==> src/rtl/rdq_center_pkg.sv <==
// Shared types for the read strobe centering trainer.
// Assumes: nothing beyond the standard language.
package rdq_center_pkg;

    // Sweep controller phases
    typedef enum logic [2:0] {
        SW_IDLE  = 3'd0,
        SW_ISSUE = 3'd1,
        SW_WAIT  = 3'd2,
        SW_NEXT  = 3'd3,
        SW_EVAL  = 3'd4
    } sweep_state_t;

endpackage

==> src/rtl/rdq_sweep_ctrl.sv <==
// Steps the read tap from 0 to the last tap, issuing RCNT reads per tap,
// comparing each reply with an alternating pattern and building a pass map.
// Assumes: one read outstanding; replies arrive with rd_valid after the
// request cycle; a reply outside the wait phase is meaningless.
module rdq_sweep_ctrl
    import rdq_center_pkg::*;
#(
    parameter int TAP_W   = 5,
    parameter int DATA_W  = 32,
    parameter int RCNT_W  = 4,
    parameter int TIMEOUT = 16
) (
    input  logic                  clk,
    input  logic                  rst_n,
    input  logic                  start,
    input  logic [RCNT_W-1:0]     reads_per_tap,
    input  logic                  rd_valid,
    input  logic [DATA_W-1:0]     rd_data,
    output logic                  rd_req,
    output logic [TAP_W-1:0]      sweep_tap,
    output logic                  busy,
    output logic                  sweep_end,
    output logic [(1<<TAP_W)-1:0] pass_map
);
    localparam int NT    = 1 << TAP_W;
    localparam int TMR_W = $clog2(TIMEOUT + 1);
    localparam logic [TAP_W-1:0] LAST_TAP = TAP_W'(NT - 1);
    localparam logic [DATA_W-1:0] PAT_EVEN = {(DATA_W/2){2'b01}};
    localparam logic [DATA_W-1:0] PAT_ODD  = {(DATA_W/2){2'b10}};

    sweep_state_t         state_q;
    logic [TAP_W-1:0]     tap_q;
    logic [RCNT_W-1:0]    ridx_q;
    logic [RCNT_W-1:0]    nreads_q;
    logic [TMR_W-1:0]     timer_q;
    logic                 ok_q;
    logic [NT-1:0]        map_q;
    logic [DATA_W-1:0]    expect_w;

    // Expected word for the current read within the tap
    always_comb expect_w = ridx_q[0] ? PAT_ODD : PAT_EVEN;

    // Sweep sequencing, reply checking and pass-map recording
    always_ff @(posedge clk) begin
        if (!rst_n) begin
            state_q  <= SW_IDLE;
            tap_q    <= '0;
            ridx_q   <= '0;
            nreads_q <= RCNT_W'(1);
            timer_q  <= '0;
            ok_q     <= 1'b1;
            map_q    <= '0;
        end else begin
            case (state_q)
                SW_IDLE: begin
                    if (start) begin
                        tap_q    <= '0;
                        ridx_q   <= '0;
                        ok_q     <= 1'b1;
                        map_q    <= '0;
                        nreads_q <= (reads_per_tap == '0) ? RCNT_W'(1) : reads_per_tap;
                        state_q  <= SW_ISSUE;
                    end
                end
                SW_ISSUE: begin
                    timer_q <= '0;
                    state_q <= SW_WAIT;
                end
                SW_WAIT: begin
                    if (rd_valid) begin
                        if (rd_data != expect_w) ok_q <= 1'b0;
                        state_q <= SW_NEXT;
                    end else if (timer_q == TMR_W'(TIMEOUT - 1)) begin
                        ok_q    <= 1'b0;
                        state_q <= SW_NEXT;
                    end else begin
                        timer_q <= timer_q + 1'b1;
                    end
                end
                SW_NEXT: begin
                    if (ridx_q == nreads_q - RCNT_W'(1)) begin
                        map_q[tap_q] <= ok_q;
                        ok_q         <= 1'b1;
                        ridx_q       <= '0;
                        if (tap_q == LAST_TAP) begin
                            state_q <= SW_EVAL;
                        end else begin
                            tap_q   <= tap_q + 1'b1;
                            state_q <= SW_ISSUE;
                        end
                    end else begin
                        ridx_q  <= ridx_q + 1'b1;
                        state_q <= SW_ISSUE;
                    end
                end
                SW_EVAL: state_q <= SW_IDLE;
                default: state_q <= SW_IDLE;
            endcase
        end
    end

    // Output decode of the phase
    always_comb begin
        rd_req    = (state_q == SW_ISSUE);
        busy      = (state_q != SW_IDLE);
        sweep_end = (state_q == SW_EVAL);
        sweep_tap = tap_q;
        pass_map  = map_q;
    end


    rd_req_pulse_chk: assert property (@(posedge clk) disable iff (!rst_n)
        rd_req |=> !rd_req);


    wait_bound_chk: assert property (@(posedge clk) disable iff (!rst_n)
        (state_q == SW_WAIT) |-> (timer_q < TMR_W'(TIMEOUT)));


    tap_ascend_chk: assert property (@(posedge clk) disable iff (!rst_n)
        (busy && $past(busy) && (sweep_tap != $past(sweep_tap)))
            |-> (sweep_tap == TAP_W'($past(sweep_tap) + 1'b1)));

endmodule

==> src/rtl/rdq_window_find.sv <==
// Scans a pass map for the longest run of set bits; on equal lengths the
// lowest run is kept. Returns run start, run length and the centre tap.
// Assumes: pure combinational; map is stable when the result is used.
module rdq_window_find #(
    parameter int TAP_W = 5
) (
    input  logic [(1<<TAP_W)-1:0] pass_map,
    output logic [TAP_W-1:0]      win_start,
    output logic [TAP_W:0]        win_len,
    output logic [TAP_W-1:0]      win_center
);
    localparam int NT = 1 << TAP_W;

    logic [TAP_W:0] run;

    // Running-length scan; strict compare keeps the earliest widest run
    always_comb begin
        run       = '0;
        win_len   = '0;
        win_start = '0;
        for (int i = 0; i < NT; i++) begin
            if (pass_map[i]) run = run + 1'b1;
            else             run = '0;
            if (run > win_len) begin
                win_len   = run;
                win_start = TAP_W'(i + 1 - int'(run));
            end
        end
        win_center = win_start + TAP_W'(win_len >> 1);
    end

endmodule

==> src/rtl/rdq_center_trainer.sv <==
// Read strobe centering trainer top: runs the tap sweep, selects the centre
// of the widest passing window and holds the trained tap for the delay line.
// Assumes: train_start arrives after write leveling; rd_tap feeds the read
// capture delay line directly.
module rdq_center_trainer #(
    parameter int TAP_W   = 5,
    parameter int DATA_W  = 32,
    parameter int RCNT_W  = 4,
    parameter int TIMEOUT = 16
) (
    input  logic              clk,
    input  logic              rst_n,
    input  logic              train_start,
    input  logic [RCNT_W-1:0] reads_per_tap,
    input  logic              rd_valid,
    input  logic [DATA_W-1:0] rd_data,
    output logic              rd_req,
    output logic [TAP_W-1:0]  rd_tap,
    output logic              busy,
    output logic              done,
    output logic              fail,
    output logic [TAP_W:0]    win_width
);
    localparam int NT = 1 << TAP_W;

    logic [TAP_W-1:0] sweep_tap;
    logic             sweep_end;
    logic [NT-1:0]    pass_map;
    logic [TAP_W-1:0] best_start;
    logic [TAP_W:0]   best_len;
    logic [TAP_W-1:0] best_center;
    logic [TAP_W-1:0] chosen_q;

    rdq_sweep_ctrl #(
        .TAP_W  (TAP_W),
        .DATA_W (DATA_W),
        .RCNT_W (RCNT_W),
        .TIMEOUT(TIMEOUT)
    ) u_sweep (
        .clk          (clk),
        .rst_n        (rst_n),
        .start        (train_start),
        .reads_per_tap(reads_per_tap),
        .rd_valid     (rd_valid),
        .rd_data      (rd_data),
        .rd_req       (rd_req),
        .sweep_tap    (sweep_tap),
        .busy         (busy),
        .sweep_end    (sweep_end),
        .pass_map     (pass_map)
    );

    rdq_window_find #(
        .TAP_W(TAP_W)
    ) u_find (
        .pass_map  (pass_map),
        .win_start (best_start),
        .win_len   (best_len),
        .win_center(best_center)
    );

    // Result registers: latch trained tap and flags at the end of a sweep
    always_ff @(posedge clk) begin
        if (!rst_n) begin
            chosen_q  <= '0;
            done      <= 1'b0;
            fail      <= 1'b0;
            win_width <= '0;
        end else if (train_start && !busy) begin
            done <= 1'b0;
            fail <= 1'b0;
        end else if (sweep_end) begin
            done <= 1'b1;
            if (best_len == '0) begin
                fail      <= 1'b1;
                win_width <= '0;
            end else begin
                fail      <= 1'b0;
                chosen_q  <= best_center;
                win_width <= best_len;
            end
        end
    end

    // Tap to the delay line: under test while sweeping, trained otherwise
    always_comb rd_tap = busy ? sweep_tap : chosen_q;


    done_busy_excl_chk: assert property (@(posedge clk) disable iff (!rst_n)
        !(busy && done));


    fail_flags_chk: assert property (@(posedge clk) disable iff (!rst_n)
        fail |-> (done && (win_width == '0)));


    fail_hold_tap_chk: assert property (@(posedge clk) disable iff (!rst_n)
        ($rose(done) && fail) |-> (chosen_q == $past(chosen_q)));


    tap_in_window_chk: assert property (@(posedge clk) disable iff (!rst_n)
        (done && !fail) |-> pass_map[rd_tap]);


    width_range_chk: assert property (@(posedge clk) disable iff (!rst_n)
        win_width <= (TAP_W+1)'(NT));

endmodule

==> config.mk <==
export PLATFORM = sky130hd
export DESIGN_NAME = rdq_center_trainer
export DESIGN_NICKNAME = d
export VERILOG_FILES = /design/src/rtl/rdq_center_pkg.sv /design/src/rtl/rdq_sweep_ctrl.sv /design/src/rtl/rdq_window_find.sv /design/src/rtl/rdq_center_trainer.sv
export SDC_FILE = /design/constraint.sdc
export NUM_CORES = 1
export LEC_CHECK = 0
export ABC_CLOCK_PERIOD_IN_PS = 154600
export BUFFER_PORTS_ARGS = -buffer_cell sky130_fd_sc_hd__buf_2
export CORE_MARGIN = 4
export CORE_UTILIZATION = 40
export DETAILED_ROUTE_END_ITERATION = 8
export PLACE_DENSITY = 0.52
export SLEW_MARGIN = 20
export SYNTH_ARGS = -nofsm -noshare
export SYNTH_HDL_FRONTEND = slang
export SYNTH_SLANG_ARGS = --single-unit
==> constraint.sdc <==
create_clock -name clk -period 154.6 [get_ports clk]
set_input_delay 7.73 -clock clk [delete_from_list [all_inputs] [get_ports clk]]
set_output_delay 7.73 -clock clk [all_outputs]
set_load 0.01 [all_outputs]
Word level (Yosys, flattened, before mapping)
Index checks and enable logic that the tools add are counted.
- register bits after elaboration: 67
- latch bits: 0
- RAM bits: 0
- memory bits (read-only): 0
- input port bits: 40
- output and inout bits: 15
- logic and storage cells: 280
- memories: 0
- add/subtract/negate cells: 68
- $mul: 0
- div/mod/pow operators: 0
- magnitude comparators: 34
- equal/unequal tests: 15
- shift operators: 0
- muxes and demuxes: 129
- bitwise logic cells: 3
- reduce and logical (&&, ||, !) cells: 20
- operators with widths (operator ; count):
    two-way mux 6 bit ; 63
    two-way mux 5 bit ; 38
    greater-than comparator 6 bit ; 30
    adder 6 x 1 -> 6 bit, second input constant ; 29
    two-way mux 32 bit ; 3
    subtractor 5 bit, first input constant ; 16
    one-hot mux 32 bit (2 select lines) ; 1
    subtractor 4 x 5 -> 5 bit, first input constant ; 8
    bitwise mux 32 bit ; 1
    != test 32 bit ; 1
    one-hot mux 5 bit (2 select lines) ; 2
    subtractor 3 x 5 -> 5 bit, first input constant ; 4
    two-way mux 3 bit ; 5
    two-way mux 4 bit ; 3
    one-hot mux 3 bit (4 select lines) ; 1
    adder 5 x 1 -> 5 bit, second input constant ; 2
    subtractor 2 x 5 -> 5 bit, first input constant ; 2
    AND reduction 3 bit ; 3
    two-way mux 1 bit ; 8
    != test 2 bit, second input constant ; 4
    one-hot mux 4 bit (2 select lines) ; 1
    AND reduction 2 bit ; 4
    equality test 3 x 2 -> 1 bit, second input constant ; 2
    greater-than comparator 2 x 6 -> 1 bit ; 1
    31 further kinds ; 37

Longest topological paths before layout
Gate-level depths: netlist (run 1).
- word-level depth: 68
- mapped depth: 279
- gate-level depth less buffers: 257

Modules after synthesis
Synthesis (run 1) repeated with hierarchy kept, for this count alone.
- cell total of the unflattened synthesis: 2602
- area, all modules: 18519.0 um^2
- modules (own cells, without submodules) (module ; instances ; cells each ; area each (um^2) ; seq. area each (um^2)):
    rdq_window_find ; 1 ; 2228 ; 14908.0 ; 0.0
    rdq_sweep_ctrl ; 1 ; 307 ; 2980.4 ; 1081.0
    rdq_center_trainer ; 1 ; 67 ; 630.6 ; 260.2

Worst setup path before layout (run 1)
OpenSTA, ideal clock, no wires.
- path kind: register to register
- start: register u_sweep.map_q[0] (netlist: u_sweep.pass_map[0])
- end: register chosen_q[4]
- library setup time: 0.086 ns
- data arrival time: 51.167 ns
- required time: 154.514 ns
- setup slack: 103.348 ns
- cell stages (with the launch flop): 257
- path buffers: 27
- clock period less this slack: 51.252 ns
- cells stage by stage: dfxtp_1 > inv_1 > ha_1 > ha_1 > buf_4 > nand2_1 > inv_1 > ha_1 > a211oi_1 > a21oi_1 > a21oi_1 > nor2_1 > a21oi_1 > ha_1 > and3b_1 > o21ai_1 > nand2_1 > nor2_1 > (+221 left out) > a21oi_1 > o21ai_0 > o21a_1 > clkbuf_1 > nor2_1 > a21oi_1 > a21boi_0 > o221ai_1 > ha_1 > fa_1 > a21o_1 > a21oi_1 > xnor2_1 > xnor2_1 > nor2_1 > a211oi_1 > xnor2_1 > a211oi_1
- longest elaborated chain between the ends: 68
- RTL lines (item ; line ; RTL):
    start: declaration ; rdq_sweep_ctrl.sv:37 ; logic [NT-1:0] map_q;
    start signal: indexed assignment ; rdq_sweep_ctrl.sv:82 ; map_q[tap_q] <= ok_q;
    two-way mux 1 bit (*) ; rdq_window_find.sv:22 ; if (pass_map[i]) run = run + 1'b1;
    parallel branches: the longest is 67 deep, another holds adder 6 x 1 -> 6 bit ; - ;
    end signal: assignment ; rdq_center_trainer.sv:79 ; chosen_q <= best_center;
    end: declaration ; rdq_center_trainer.sv:32 ; logic [TAP_W-1:0] chosen_q;
Mark *: on every way between the ends.
A chain may end at the register's enable or synchronous reset.

Worst setup path in the final report (run 1)
Same ends and word-level chain as after synthesis.

==> results of run 1 <==
## logic make-up after synthesis
family                     after synthesis
buffers and inverters                  267
muxes                                  124
xor gates and xnor gates               132
and+or+nand+nor                       1082
adders and majority gates              145
DFF                                     67
other                                    2
AOI/OAI and AO/OA                      834
## per-layer routing
metal / GRT usage (%) / vias to the layer above / share of wire [%]
met4: 5.835 / 0 / 1.9
met2: 41.24 / 610 / 47
met3: 2.027 / 81 / 4.7
met5: 0 / - / 0
met1: 32.27 / 9375 / 47
li1: - / 9675 / -
## cells in the final DEF, fill, tap and decap left out, types with 11 or more instances in the layout
cell | netlist | routed
mux2i_1 | 78 | 78
buf_2 | 16 | 54
mux2_2 | 37 | 37
a31oi_1 | 34 | 34
nor4_1 | 12 | 12
o21ai_0 | 155 | 155
and2_1 | 77 | 77
nand4b_1 | 11 | 11
ha_1 | 138 | 138
or3_1 | 18 | 18
a211oi_1 | 32 | 32
xnor2_1 | 106 | 106
a211o_1 | 11 | 11
inv_1 | 127 | 126
and3b_1 | 12 | 12
o21a_1 | 21 | 21
o21ai_1 | 25 | 25
nand3_1 | 117 | 117
o31ai_1 | 11 | 11
nor2b_1 | 18 | 18
a21o_1 | 40 | 40
o221ai_1 | 13 | 13
o211ai_1 | 45 | 45
dfxtp_1 | 67 | 67
nand2_1 | 343 | 343
nand4_1 | 31 | 31
and3_1 | 48 | 48
a21oi_1 | 226 | 226
nor3_1 | 62 | 61
nand2b_1 | 28 | 28
o22ai_1 | 21 | 21
xor2_1 | 23 | 23
o211a_1 | 14 | 14
nor2_1 | 224 | 224
## flip-flops by register name, summed over array words and instances (netlist names)
signal,cells
chosen_q,5
done,1
fail,1
u_sweep.nreads_q,4
u_sweep.ok_q,1
u_sweep.pass_map,32
u_sweep.ridx_q,4
u_sweep.state_q,3
u_sweep.sweep_tap,5
u_sweep.timer_q,5
win_width,6
## final cells by class
| type | count | area share (%) |
|---|---|---|
| multi-input combinational | 2326 | 82.87 |
| antenna | 2 | 0.02671 |
| sequential | 67 | 7.158 |
| clock buffer | 9 | 1.202 |
| clock inverter | 7 | 0.4407 |
| timing repair buffer | 60 | 1.683 |
| inverter | 133 | 2.671 |
| tap | 592 | 3.953 |
## critical path: cells and delay by family, from the launching register on
family | cells | cell delay [ps]
flip-flops | 1 | 460
buffers and inverters | 9 | 1090
multiplexers | 17 | 5030
AND/OR/NAND/NOR | 65 | 15440
adder cells (fa/ha/maj) | 34 | 10960
AO/OA/AOI/OAI | 99 | 26630
XOR/XNOR | 3 | 420
## per-stage QoR
step | setup slack, ps | hold slack, ps | area (sq um) | std cells | utilization [%]
floorplan | 103350 | 428.4 | 17910 | 2660 | -
global placement | 96780 | 446.6 | 18430 | 3178 | 41.67
detailed placement | 95280 | 448.8 | 18430 | 3178 | 41.67
CTS | 95140 | 458.4 | 18730 | 3194 | 42.36
global route | 89130 | 484.7 | 18740 | 3195 | 42.37
finish | 94370 | 451.2 | 18740 | 3196 | 42.38
## worst paths after layout
kind,from,endpoint,cells after the start
max,u_sweep.pass_map[0],chosen_q[4],227
min,chosen_q[3],chosen_q[3],2
max reg2reg,u_sweep.pass_map[0],chosen_q[4],227
min reg2reg,chosen_q[3],chosen_q[3],2
==> results.ini, run 1 <==
[clock_tree]
postCtsSetupBuffers = 0
insertion_delay_ps = 350
cts-root-buf = clkbuf_16
cts_tree = yes
h-tree-depth = 3
postCtsResizedCells = 0
clk_pin_slew_ps = 70
cts_buffer_depth = 2
cts_buffers = 9
cts_hold_buf = 0
cts.sinks = 67

[logic_synthesis]
muxShareOfSynthArea_pct = 7.395
synthSimpleGateAreaFrac_pct = 30.04
yosysWarnings = 0
synth_area_leaders = ha_1 9.7%, dfxtp_1 7.5%, nand2_1 7.2%, a21oi_1 6.3%, xnor2_1 5.2%
synth_cells = 2653
synth.most_common_cell = nand2_1
synth_area_per_cell_sq_um = 6.741
synth_compound_area_share_pct = 32.48
ys_top_cells_by_count = 343 x nand2_1, 226 x a21oi_1, 224 x nor2_1
synthArstFlopShare_pct = 0
synth_area_sq_mm = 0.01788
synth_top_cell_by_area = ha_1
ys_seq_area_share_pct = 7.500
synthFlopType = dfxtp_1
ys_seq_elements = 67
synth-edff-count = 0
yosys.area.top_type_share_pct = 9.654
synth-xor-area-share_pct = 6.590
synth-adder-area-share_pct = 10.10
synth_top_family_by_area = compound AO/OA/AOI/OAI gates
netlist-cell-type-count = 133

[worst_hold_path]
hp-class = reg -> reg

[job]
maxCapViolCount = 0

[route]
firstDrtPassIters = 6
vias_per_cell = 6.177
wl_um = 59930
via_count = 19741
detail-route-antenna-nets = 0
drc = 0
initialDrtViolationCount = 1616
wl_per_cell_um = 18.75

[cells_and_area]
nets = 2776
seqCellArea_sq_mm = 0.001341
multi_input_area_sq_mm = 0.01553
areaGrowthSynthToFinish_pct = 4.778
drive_gt1_share_pct = 8.224
fill_cells = 4654

[timing]
period_needed_ps = 60230
worst_pin_slew_ps = 1049
final.period_utilization_pct = 38.96
finalSetupViolations = 0
relSlewSlack_pct = 30.07
slew_viol_final = 0
final.setup.tns_ps = 0
rsz0062_at_grt = no
max_freq_ghz = 0.01660
clock_skew_ps = 14.70
hold_viol = 0

[floorplan]
core_area_sq_mm = 0.04422
dieArea_sq_mm = 0.04816
die_w_um = 219.5
die_y_um = 219.5
num_rows = 77
io_pins = 55
start_util_pct = 40.44

[placed_design]
io_buffers = 54
dp_hpwl_um = 47200
gp_congestion = 0.9425

[grt]
grt_pass1_wl_um = 97100
grt_overflow_total = 0
grt_max_degree = 58
grt_pass1_vias = 18765
antenna_found_initial = 2
grt_use_total_pct = 23.91

[worst_setup_path]
critPathMaxStageDelay_ps = 830
end_kind = flip-flop
worstSetupPathType = reg -> reg
start_kind = flip-flop
crit_top_cell = ha_1
rrSetupSlack_ps = 94370
cp.arrival_ps = 60470
critical_path_required_ps = 154840
cp_max_fo = 23
slowest_stage = nor3_2

[status]
status = complete, no violations

Power of run 1 is not shown: default switching activity piles up to over one toggle a cycle in this logic, so the estimate is an artifact.
==> run 2: changes to the inputs <==
ABC_AREA = 1   (was default)
ABC_CLOCK_PERIOD_IN_PS = 49000   (was 154600)
PLACE_DENSITY = 0.54   (was 0.52)
clock period = 49 ns   (was 154.6 ns; I/O delays follow)
==> run 2 against run 1 <==
- final cell count grew 11%
- critical path depth grew 43
- non-clock buffer count grew 4
- hold slack gained 20 ps
- largest cell class unchanged
- clock-buffer cell count is the same
- wire length shrank 13%
- highest routed layer unchanged
- synthesized cell count grew 10%
==> results.ini, run 2 <==
[worst_setup_path]
path_delay_family = simple AND/OR/NAND/NOR gates
crit_top_cell = nand2_1
worstSetupPathType = reg -> reg
reg2reg_depth = 270  ; +19%
cp.depth = 270  ; +19%
critPathBufInv = 49  ; +40
cp.arrival_ps = 40670  ; -19800 ps
end_kind = flip-flop
slowest_stage = o21ai_0
critical_path_required_ps = 49230  ; -105610 ps
cp_max_fo = 18  ; -22%
start_kind = flip-flop
critPathMaxStageDelay_ps = 490  ; -340 ps

[logic_synthesis]
synth_compound_area_share_pct = 13.98  ; -18 points
synth.most_common_cell = nand2_1
synth_area_per_cell_sq_um = 5.912  ; -12%
synth-edff-count = 0  ; unchanged
synth_top_family_by_area = simple AND/OR/NAND/NOR gates
netlist-cell-type-count = 74  ; -44%
synthArstFlopShare_pct = 0  ; unchanged
synth-xor-area-share_pct = 1.517  ; -5.1 points
ys_seq_elements = 67  ; unchanged
ys_top_cells_by_count = 654 x nand2_1, 451 x inv_1, 351 x nand3_1
synth_top_cell_by_area = nand2_1
muxShareOfSynthArea_pct = 0  ; -7.4 points
ys_seq_area_share_pct = 7.746  ; +0.25 points
synthSimpleGateAreaFrac_pct = 52.96  ; +23 points
yosysWarnings = 0  ; unchanged
synth_area_sq_mm = 0.01732  ; -3.2%
yosys.area.top_type_share_pct = 14.18  ; +4.5 points
synth-adder-area-share_pct = 10.09  ; -0.015 points
synth_area_leaders = nand2_1 14%, nand3_1 10%, ha_1 10%, inv_1 9.8%, dfxtp_1 7.7%
synth_cells = 2929  ; +10%
synthFlopType = dfxtp_1

[clock_tree]
cts_buffers = 9  ; unchanged
postCtsResizedCells = 0  ; unchanged
clk_pin_slew_ps = 60  ; about the same
postCtsSetupBuffers = 0  ; unchanged
cts_buffer_depth = 2  ; unchanged
cts-root-buf = clkbuf_16
insertion_delay_ps = 330  ; -20 ps
h-tree-depth = 3  ; unchanged
cts.sinks = 67  ; unchanged
cts_tree = yes
cts_hold_buf = 0  ; unchanged

[route]
initialDrtViolationCount = 1371  ; -15%
wl_um = 52040  ; -13%
detail-route-antenna-nets = 0  ; unchanged
vias_per_cell = 5.190  ; -16%
via_count = 18383  ; -6.9%
wl_per_cell_um = 14.69  ; -22%
firstDrtPassIters = 6  ; unchanged
drc = 0  ; unchanged

[floorplan]
dieArea_sq_mm = 0.04668  ; -3.1%
die_w_um = 216.1  ; -1.5%
io_pins = 55  ; unchanged
core_area_sq_mm = 0.04242  ; -4.1%
die_y_um = 216.1  ; -1.5%
num_rows = 75  ; -2.6%
start_util_pct = 40.82  ; +0.38 points

[timing]
final.setup.tns_ps = 0  ; unchanged
period_needed_ps = 40440  ; -19790 ps
slew_viol_final = 0  ; unchanged
rsz0062_at_grt = no
relSlewSlack_pct = 34.87  ; +4.8 points
final.period_utilization_pct = 82.53  ; +44 points
max_freq_ghz = 0.02473  ; +49%
finalSetupViolations = 0  ; unchanged
worst_pin_slew_ps = 975.8  ; -73.14 ps
hold_viol = 0  ; unchanged
fin_ws_ps = 8560  ; -85810 ps
holdWs_ps = 471.5  ; +20.34 ps
clock_skew_ps = 6.963  ; -7.736 ps

[placed_design]
gp_congestion = 0.9746  ; +3.4%
dp_hpwl_um = 43130  ; -8.6%
dp_slack_ps = 8991  ; -86290 ps
io_buffers = 54  ; unchanged
dpl-instance-area_sq_mm = 0.01796  ; -2.5%

[worst_hold_path]
whs_path_depth = 2  ; unchanged
hp-class = reg -> reg

[cells_and_area]
seqCellArea_sq_mm = 0.001341  ; unchanged
insertedDiodeCount = 0  ; -2
fill_cells = 4702  ; +1.0%
nets = 3139  ; +13%
drive_gt1_share_pct = 16.05  ; +7.8 points
largest_register_ffs = 32  ; unchanged
areaGrowthSynthToFinish_pct = 5.441
layout_commonest_cell = nand2_1
fin_area_sq_mm = 0.01826  ; -2.6%
final_cell_mix = 654 x nand2_1, 451 x inv_1, 351 x nand3_1
multi_input_area_sq_mm = 0.01364  ; -12%

[status]
status = complete, no violations

[grt]
grt_use_total_pct = 21.47  ; -2.4 points
grt_overflow_total = 0  ; unchanged
grt_pass1_vias = 17367  ; -7.5%
grt_max_degree = 36  ; -38%
grt_pass1_wl_um = 85950  ; -11%
antenna_found_initial = 0  ; -2

[job]
maxCapViolCount = 0  ; unchanged

-- run 2: worst paths after layout --
path | from | to | slack (ps)
worst min-delay path | chosen_q[1] | chosen_q[1] | 470
worst max register to register | u_sweep.pass_map[0] | chosen_q[4] | 8560
worst max-delay path | u_sweep.pass_map[0] | chosen_q[4] | 8560
worst min register to register | chosen_q[1] | chosen_q[1] | 470
-- run 2: layout make-up --
| type | count | share of cell area (%) |
|---|---|---|
| tap | 577 | 3.954 |
| clock buffer | 9 | 1.234 |
| timing repair buffer | 64 | 1.891 |
| multi-input combinational | 2328 | 74.71 |
| inverter | 490 | 10.45 |
| clock inverter | 7 | 0.4180 |
| sequential | 67 | 7.347 |
-- run 2: per-stage QoR --
step,instances,utilization (%)
global placement,3526,42.33
finish,3542,43.04
floorplan,2936,-
CTS,3542,43.04
global route,3542,43.04
detailed placement,3526,42.33
-- run 2: worst min-delay path: cells and delay by family, from the launching register on --
| family | cells | cell delay, ps |
|---|---|---|
| DFF | 1 | 320 |
| and+or+nand+nor | 2 | 120 |
-- run 2: metal layers --
| layer | share of wire (%) | GRT usage [%] | vias to the layer above |
|---|---|---|---|
| li1 | - | - | 9584 |
| met1 | 50 | 30.45 | 8347 |
| met2 | 45 | 35.59 | 392 |
| met3 | 3.8 | 1.919 | 60 |
| met4 | 1.9 | 4.608 | 0 |
| met5 | 0 | 0 | - |
-- run 2: kinds of logic (layout without fill, tap and decap cells) --
family | after synthesis | in the layout
xor gates and xnor gates | 30 | 30
other | 2 | 9
adders and majority gates | 139 | 139
and+or+nand+nor | 1732 | 1732
buffers and inverters | 541 | 570
AOI/OAI and AO/OA | 418 | 418
DFF | 67 | 67
Power of run 2 is left out for the same reason.
